===== src/rtl/ca_gen_pkg.sv =====
package ca_gen_pkg;
  localparam int unsigned CODE_REG_W = 10;
  localparam logic [CODE_REG_W-1:0] G1_FB_MASK = 10'h204;  // stages 3,10
  localparam logic [CODE_REG_W-1:0] G2_FB_MASK = 10'h3A6;  // stages 2,3,6,8,9,10
  localparam int unsigned NAV_REG_W = 7;
  localparam logic [NAV_REG_W-1:0] NAV_FB_MASK = 7'h60;    // stages 6,7
endpackage


===== src/rtl/ca_phase_gate.sv =====
module ca_phase_gate (
  input  logic clk,
  input  logic rst_n,
  input  logic tick2x_i,
  input  logic slip_i,
  output logic step_o
);
  logic half_q;
  logic accept;

  assign accept = tick2x_i && !slip_i;
  assign step_o = accept && half_q;

  always_ff @(posedge clk) begin
    if (!rst_n)      half_q <= 1'b0;
    else if (accept) half_q <= ~half_q;
  end


  slip_phase_chk: assert property (@(posedge clk) disable iff (!rst_n)
    (tick2x_i && slip_i) |=> $stable(half_q));
endmodule


===== src/rtl/ca_shift_gen.sv =====
module ca_shift_gen #(
  parameter int unsigned W = 10,
  parameter logic [W-1:0] FB_MASK = '1
) (
  input  logic         clk,
  input  logic         rst_n,
  input  logic         step_i,
  output logic [W-1:0] stages_o
);
  logic [W-1:0] sr_q;
  logic         fb;

  assign fb       = ^(sr_q & FB_MASK);
  assign stages_o = sr_q;

  always_ff @(posedge clk) begin
    if (!rst_n)      sr_q <= '1;
    else if (step_i) sr_q <= {sr_q[W-2:0], fb};
  end


  no_lockup_chk: assert property (@(posedge clk) disable iff (!rst_n)
    sr_q != '0);
endmodule


===== src/rtl/ca_epoch_ctr.sv =====
module ca_epoch_ctr #(
  parameter int unsigned CHIP_LEN   = 1023,
  parameter int unsigned MS_PER_BIT = 20
) (
  input  logic clk,
  input  logic rst_n,
  input  logic step_i,
  output logic epoch_o,
  output logic bit_step_o
);
  localparam int unsigned CW = $clog2(CHIP_LEN);
  localparam int unsigned MW = $clog2(MS_PER_BIT);
  localparam logic [CW-1:0] CHIP_LAST = CW'(CHIP_LEN - 1);
  localparam logic [MW-1:0] MS_LAST   = MW'(MS_PER_BIT - 1);

  logic [CW-1:0] chip_q;
  logic [MW-1:0] ms_q;
  logic          wrap;

  assign wrap       = step_i && (chip_q == CHIP_LAST);
  assign epoch_o    = (chip_q == '0);
  assign bit_step_o = wrap && (ms_q == MS_LAST);

  always_ff @(posedge clk) begin
    if (!rst_n) begin
      chip_q <= '0;
      ms_q   <= '0;
    end else if (step_i) begin
      chip_q <= wrap ? '0 : chip_q + 1'b1;
      if (wrap) ms_q <= (ms_q == MS_LAST) ? '0 : ms_q + 1'b1;
    end
  end


  chip_range_chk: assert property (@(posedge clk) disable iff (!rst_n)
    chip_q <= CHIP_LAST);

  ms_range_chk: assert property (@(posedge clk) disable iff (!rst_n)
    ms_q <= MS_LAST);
endmodule


===== src/rtl/ca_nav_gen.sv =====
module ca_nav_gen
  import ca_gen_pkg::*;
#(
  parameter int unsigned CHIP_LEN   = 1023,
  parameter int unsigned MS_PER_BIT = 20,
  parameter int unsigned TAP_W      = $clog2(CODE_REG_W + 1)
) (
  input  logic             clk,
  input  logic             rst_n,
  input  logic             tick2x_i,
  input  logic             slip_i,
  input  logic [TAP_W-1:0] tap_a_i,
  input  logic [TAP_W-1:0] tap_b_i,
  output logic             chip_o,
  output logic             epoch_o,
  output logic             data_o,
  output logic             tx_chip_o
);
  logic                  step;
  logic                  bit_step;
  logic [CODE_REG_W-1:0] g1_q;
  logic [CODE_REG_W-1:0] g2_q;
  logic [NAV_REG_W-1:0]  nav_q;
  logic                  g2_sel;

  ca_phase_gate u_gate (
    .clk(clk), .rst_n(rst_n), .tick2x_i(tick2x_i), .slip_i(slip_i), .step_o(step)
  );

  ca_shift_gen #(.W(CODE_REG_W), .FB_MASK(G1_FB_MASK)) u_g1 (
    .clk(clk), .rst_n(rst_n), .step_i(step), .stages_o(g1_q)
  );

  ca_shift_gen #(.W(CODE_REG_W), .FB_MASK(G2_FB_MASK)) u_g2 (
    .clk(clk), .rst_n(rst_n), .step_i(step), .stages_o(g2_q)
  );

  ca_epoch_ctr #(.CHIP_LEN(CHIP_LEN), .MS_PER_BIT(MS_PER_BIT)) u_ctr (
    .clk(clk), .rst_n(rst_n), .step_i(step), .epoch_o(epoch_o), .bit_step_o(bit_step)
  );

  ca_shift_gen #(.W(NAV_REG_W), .FB_MASK(NAV_FB_MASK)) u_nav (
    .clk(clk), .rst_n(rst_n), .step_i(bit_step), .stages_o(nav_q)
  );

  // Out-of-range taps add nothing; equal taps cancel.
  always_comb begin
    g2_sel = 1'b0;
    for (int k = 1; k <= CODE_REG_W; k++) begin
      if (tap_a_i == TAP_W'(k)) g2_sel = g2_sel ^ g2_q[k-1];
      if (tap_b_i == TAP_W'(k)) g2_sel = g2_sel ^ g2_q[k-1];
    end
  end

  assign chip_o    = g1_q[CODE_REG_W-1] ^ g2_sel;
  assign data_o    = nav_q[0];
  assign tx_chip_o = chip_o ^ data_o;


  epoch_seed_chk: assert property (@(posedge clk) disable iff (!rst_n)
    epoch_o |-> (g1_q == '1 && g2_q == '1));

  data_align_chk: assert property (@(posedge clk) disable iff (!rst_n)
    (data_o != $past(data_o)) |-> epoch_o);

  slip_hold_chk: assert property (@(posedge clk) disable iff (!rst_n)
    (tick2x_i && slip_i) |=> ($stable(g1_q) && $stable(g2_q)));
endmodule


===== config.mk =====
export PLATFORM = sky130hd
export DESIGN_NAME = ca_nav_gen
export DESIGN_NICKNAME = d
export VERILOG_FILES = /design/src/rtl/ca_gen_pkg.sv /design/src/rtl/ca_phase_gate.sv /design/src/rtl/ca_shift_gen.sv /design/src/rtl/ca_epoch_ctr.sv /design/src/rtl/ca_nav_gen.sv
export SDC_FILE = /design/constraint.sdc
export NUM_CORES = 1
export LEC_CHECK = 0
export ABC_AREA = 1
export BUFFER_PORTS_ARGS = -buffer_cell sky130_fd_sc_hd__buf_2
export CORE_UTILIZATION = 54
export DETAILED_ROUTE_END_ITERATION = 8
export GPL_TIMING_DRIVEN = 0
export HOLD_SLACK_MARGIN = 0.05
export PLACE_DENSITY = 0.72
export SETUP_SLACK_MARGIN = 0.02
export SLEW_MARGIN = 20
export SYNTH_ARGS = -nofsm -noshare
export SYNTH_HDL_FRONTEND = slang
export SYNTH_HIERARCHICAL = 1
export SYNTH_SLANG_ARGS = --single-unit

===== constraint.sdc =====
create_clock -name clk -period 1.8 [get_ports clk]
set_input_delay 0.18 -clock clk [delete_from_list [all_inputs] [get_ports clk]]
set_output_delay 0.18 -clock clk [all_outputs]
set_load 0.02 [all_outputs]

==> flow_metrics.py <==
metrics = {
    "status": {
        "violations": "DRC, setup timing",
        "run_status": "complete, but fails checks",
    },
    "timing": {
        "setup_viol": 2,
        "slew_headroom": 0.7300,
        "rsz0062_at_grt": "yes",
        "period_share": 1.172,
        "drv_slew": 0,
        "fin_ws_ns": -0.3098,
        "hold-worst-slack_ns": 0.1584,
        "hold_viol_final": 0,
        "fin_skew_ns": 0.01019,
        "max_freq_mhz": 474.0,
        "tightestPinTransition_ns": 0.4050,
        "fin_crit_ns": 2.110,
        "tns_ns": -0.5523,
    },
    "drt": {
        "postRouteAntennaNets": 0,
        "num_vias": 2404,
        "vias_per_cell": 5.029,
        "drtIter0Drc": 159,
        "drt_drc_violations_left": 4,
        "routed_wl_mm": 5.284,
        "wire_per_inst_um": 11.05,
        "dr.pass1.iters": 6,
    },
    "pwr": {
        "power.density_nw_per_um2": 674.7,
        "worst_ir_drop_vdd_mv": 0.4988,
        "leakagePower_nw": 1.479,
        "finalPower_mw": 2.025,
    },
    "place": {
        "place_area_um2": 2695,
        "gp_congestion": 0.8359,
        "hpwl_mm": 3.634,
        "portBuffers": 15,
    },
    "worst_setup_path": {
        "cp_cell_sequence": "nand3_1 -> nor2_1 -> nand2_1 -> nand2_2 -> inv_2 -> nand2_2 -> nand3_2 -> nand2_2 -> nand2_2 -> nand2_2 -> nand2_2 -> nand2_2 -> nand2_2 -> nand2_2 -> nand2_1 -> nand2_1 -> buf_6",
        "worst-setup-path-type": "reg -> out",
        "cp_top_family": "simple AND/OR/NAND/NOR gates",
        "crit_path_max_incr_delay_ns": 0.38,
        "r2r.worst_path.cells": 11,
        "crit_arrival_ns": 1.93,
        "required_ns": 1.62,
        "crit_top_cell": "nand2_2",
        "path_max_fanout": 5,
        "critPathCaptureType": "output port",
        "r2r-end": "u_nav/stages_o[0]$_SDFFE_PN1P_",
        "start_kind": "flip-flop",
        "crit_buf_inv": 2,
        "cpMaxStageDelayCell": "dfxtp_4",
        "worstReg2RegStart": "u_ctr/chip_q[1]$_SDFFE_PN0P_",
        "rrSetupSlack_ns": 0.19,
    },
    "global_routing": {
        "grt_pass1_vias": 2219,
        "grt.total_usage": 0.2225,
        "use_met2": 0.4060,
        "grt.busiest_layer": "met2",
        "use_met3": 0.04274,
        "grt_max_degree": 20,
        "grt_pass1_wl_mm": 9.039,
        "antenna_found_initial": 0,
        "grt_use_met1": 0.2649,
        "grt-ovfl-total": 0,
    },
    "synthesis": {
        "synth_top_family_by_area": "simple AND/OR/NAND/NOR gates",
        "synth_compound_area_frac": 0.07248,
        "ys_seq_elements": 43,
        "synth_area_leader_cell": "dfxtp_1",
        "synth_nets": 413,
        "muxShareOfSynthArea": 0,
        "synth_area_per_cell_um2": 6.436,
        "yosys.area_share.simple": 0.4280,
        "synth_area_leaders": "dfxtp_1 (34%), nand2_1 (20%), nand3_1 (9.2%), inv_1 (7.1%), nor2_1 (4.8%)",
        "synthCells": 397,
        "synth_area_um2": 2555,
        "ys_warn_count": 6,
        "yosysUniqueCellTypes": 33,
        "synth-xor-area-share": 0.03771,
        "seq_area_frac_synth": 0.3369,
        "yosys.area_share.adder": 0.01959,
        "synth_top_area_share": 0.3369,
    },
    "clocking": {
        "clk_latency_ns": 0.30,
        "cts-htree-levels": 2,
        "root_buffer": "clkbuf_8",
        "clk_pin_slew_ns": 0.09,
        "cts_made_buffers": 5,
        "cts_tree": "yes",
        "clk_path_buf_depth": 2,
        "cts.sinks": 43,
    },
    "final_layout": {
        "fin_util": 0.6754,
        "layout_commonest_cell": "nand2_1",
        "drive_gt1_frac": 0.2512,
        "layout_common_cells": "nand2_1 (119), inv_1 (43), nand3_1 (39)",
        "fillers": 384,
        "design_area_um2": 3002,
        "area_growth_pct": 17.48,
        "nets": 442,
        "antenna_cells": 0,
    },
    "min_path": {
        "hp-class": "in -> reg",
        "whs_endpoint": "u_gate/half_q$_SDFFE_PN0P_",
        "min_from": "tick2x_i",
        "hold_depth": 3,
    },
    "die": {
        "die_w_um": 70.79,
        "start_util": 0.5749,
        "rows": 24,
        "die_area_um2": 5011,
        "die_h_um": 70.79,
        "design.core.area_um2": 4444,
        "io_pins": 16,
    },
    "run": {
        "drv_cap": 0,
    },
}
## worst register-to-register path: cells and delay by family, from the launching register on
family                   cells  cell delay (ns)
AND/OR/NAND/NOR              6             0.53
flip-flops                   1             0.41
buffers and inverters        3             0.29
adder cells (fa/ha/maj)      1             0.17
AO/OA/AOI/OAI                1             0.11
## Yosys cell counts
cell type  instances
nor2_1            33
a21oi_1           14
nand2_2            5
nand3_2            1
clkinv_1           1
inv_1             48
dfxtp_1           43
nand2_4            2
nor3_1             3
nor4_1             1
a21boi_2           2
ha_1               4
xor2_1             5
inv_2              8
nand2_1          135
nand4_1            4
buf_4              1
o21ai_1            2
nor3b_1            1
xnor2_1            6
a21oi_2            1
nand3b_1           2
nor2_2             7
buf_2              1
a21o_1             1
buf_6              3
nand3_4            1
o22ai_1            1
o211ai_1           4
nand3_1           47
nor2_4             3
o21ai_0            6
clkinv_4           1
## worst max-delay path by stage
stage	from	to	slack, ns	depth (start not counted)
after CTS	u_g2/stages_o[4]$_SDFFE_PN1P_	tx_chip_o	-0.31	18
after floorplan	u_gate/half_q$_SDFFE_PN0P_	u_nav/stages_o[0]$_SDFFE_PN1P_	0.11	12
after detailed placement	slip_i	u_nav/stages_o[0]$_SDFFE_PN1P_	-0.15	14
after global placement	slip_i	u_nav/stages_o[0]$_SDFFE_PN1P_	-0.13	14
after global routing	u_g2/stages_o[4]$_SDFFE_PN1P_	tx_chip_o	-0.47	17
final	u_g2/stages_o[4]$_SDFFE_PN1P_	tx_chip_o	-0.31	17
## timing repair
action	CTS	global route
pin swaps	0	20
endpoints found under the setup margin	9	7
setup buffers	2	5
hold buffers	0	0
gates resized for setup	7	45
## sequential cells by signal, summed over array words and instances, names as in the netlist
register,count
u_ctr/chip_q,10
u_g1/stages_o,10
u_g2/stages_o,10
u_nav/stages_o,7
u_ctr/ms_q,5
u_gate/half_q,1
## per-stage QoR
stage / instances / setup WS [ns]
3_3_place_gp: 464 / -0.1289
3_5_place_dp: 464 / -0.1526
2_1_floorplan: 397 / 0.1068
4_1_cts: 473 / -0.3130
5_1_grt: 478 / -0.4691
6_report: 478 / -0.3098
## final cells by class
cell class,count,area (um^2),area share
sequential,43,874.6,0.2914
tap,52,65.06,0.02168
inverter,58,226.5,0.07545
multi-input combinational,291,1543,0.5140
buffer,5,46.29,0.01542
timing repair buffer,22,140.1,0.04669
clock inverter,2,37.54,0.01251
clock buffer,5,68.82,0.02293
## layer usage
| metal | up-vias | wire, um |
|---|---|---|
| met5 | - | 0 |
| met4 | 0 | 47 |
| met3 | 5 | 188 |
| met2 | 36 | 2536 |
| met1 | 1064 | 2512 |
| li1 | 1299 | - |
## kinds of logic (layout without fill, tap and decap cells)
| kind of cell | count (synthesis) | in the layout |
|---|---|---|
| compound gates | 31 | 31 |
| xor+xnor | 11 | 11 |
| fa+ha+maj | 4 | 4 |
| buf+inv | 63 | 92 |
| flops | 43 | 43 |
| simple gates | 245 | 245 |
## report_power, final
| group | total (mW) | leakage [nW] | switching (mW) | internal [mW] |
|---|---|---|---|---|
| clock | 0.727 | 0.0502 | 0.322 | 0.405 |
| combinational | 0.313 | 1.08 | 0.193 | 0.120 |
| sequential | 0.985 | 0.346 | 0.0184 | 0.967 |
| total | 2.03 | 1.48 | 0.533 | 1.49 |
No activity file was read; power rests on OpenSTA's default activity.
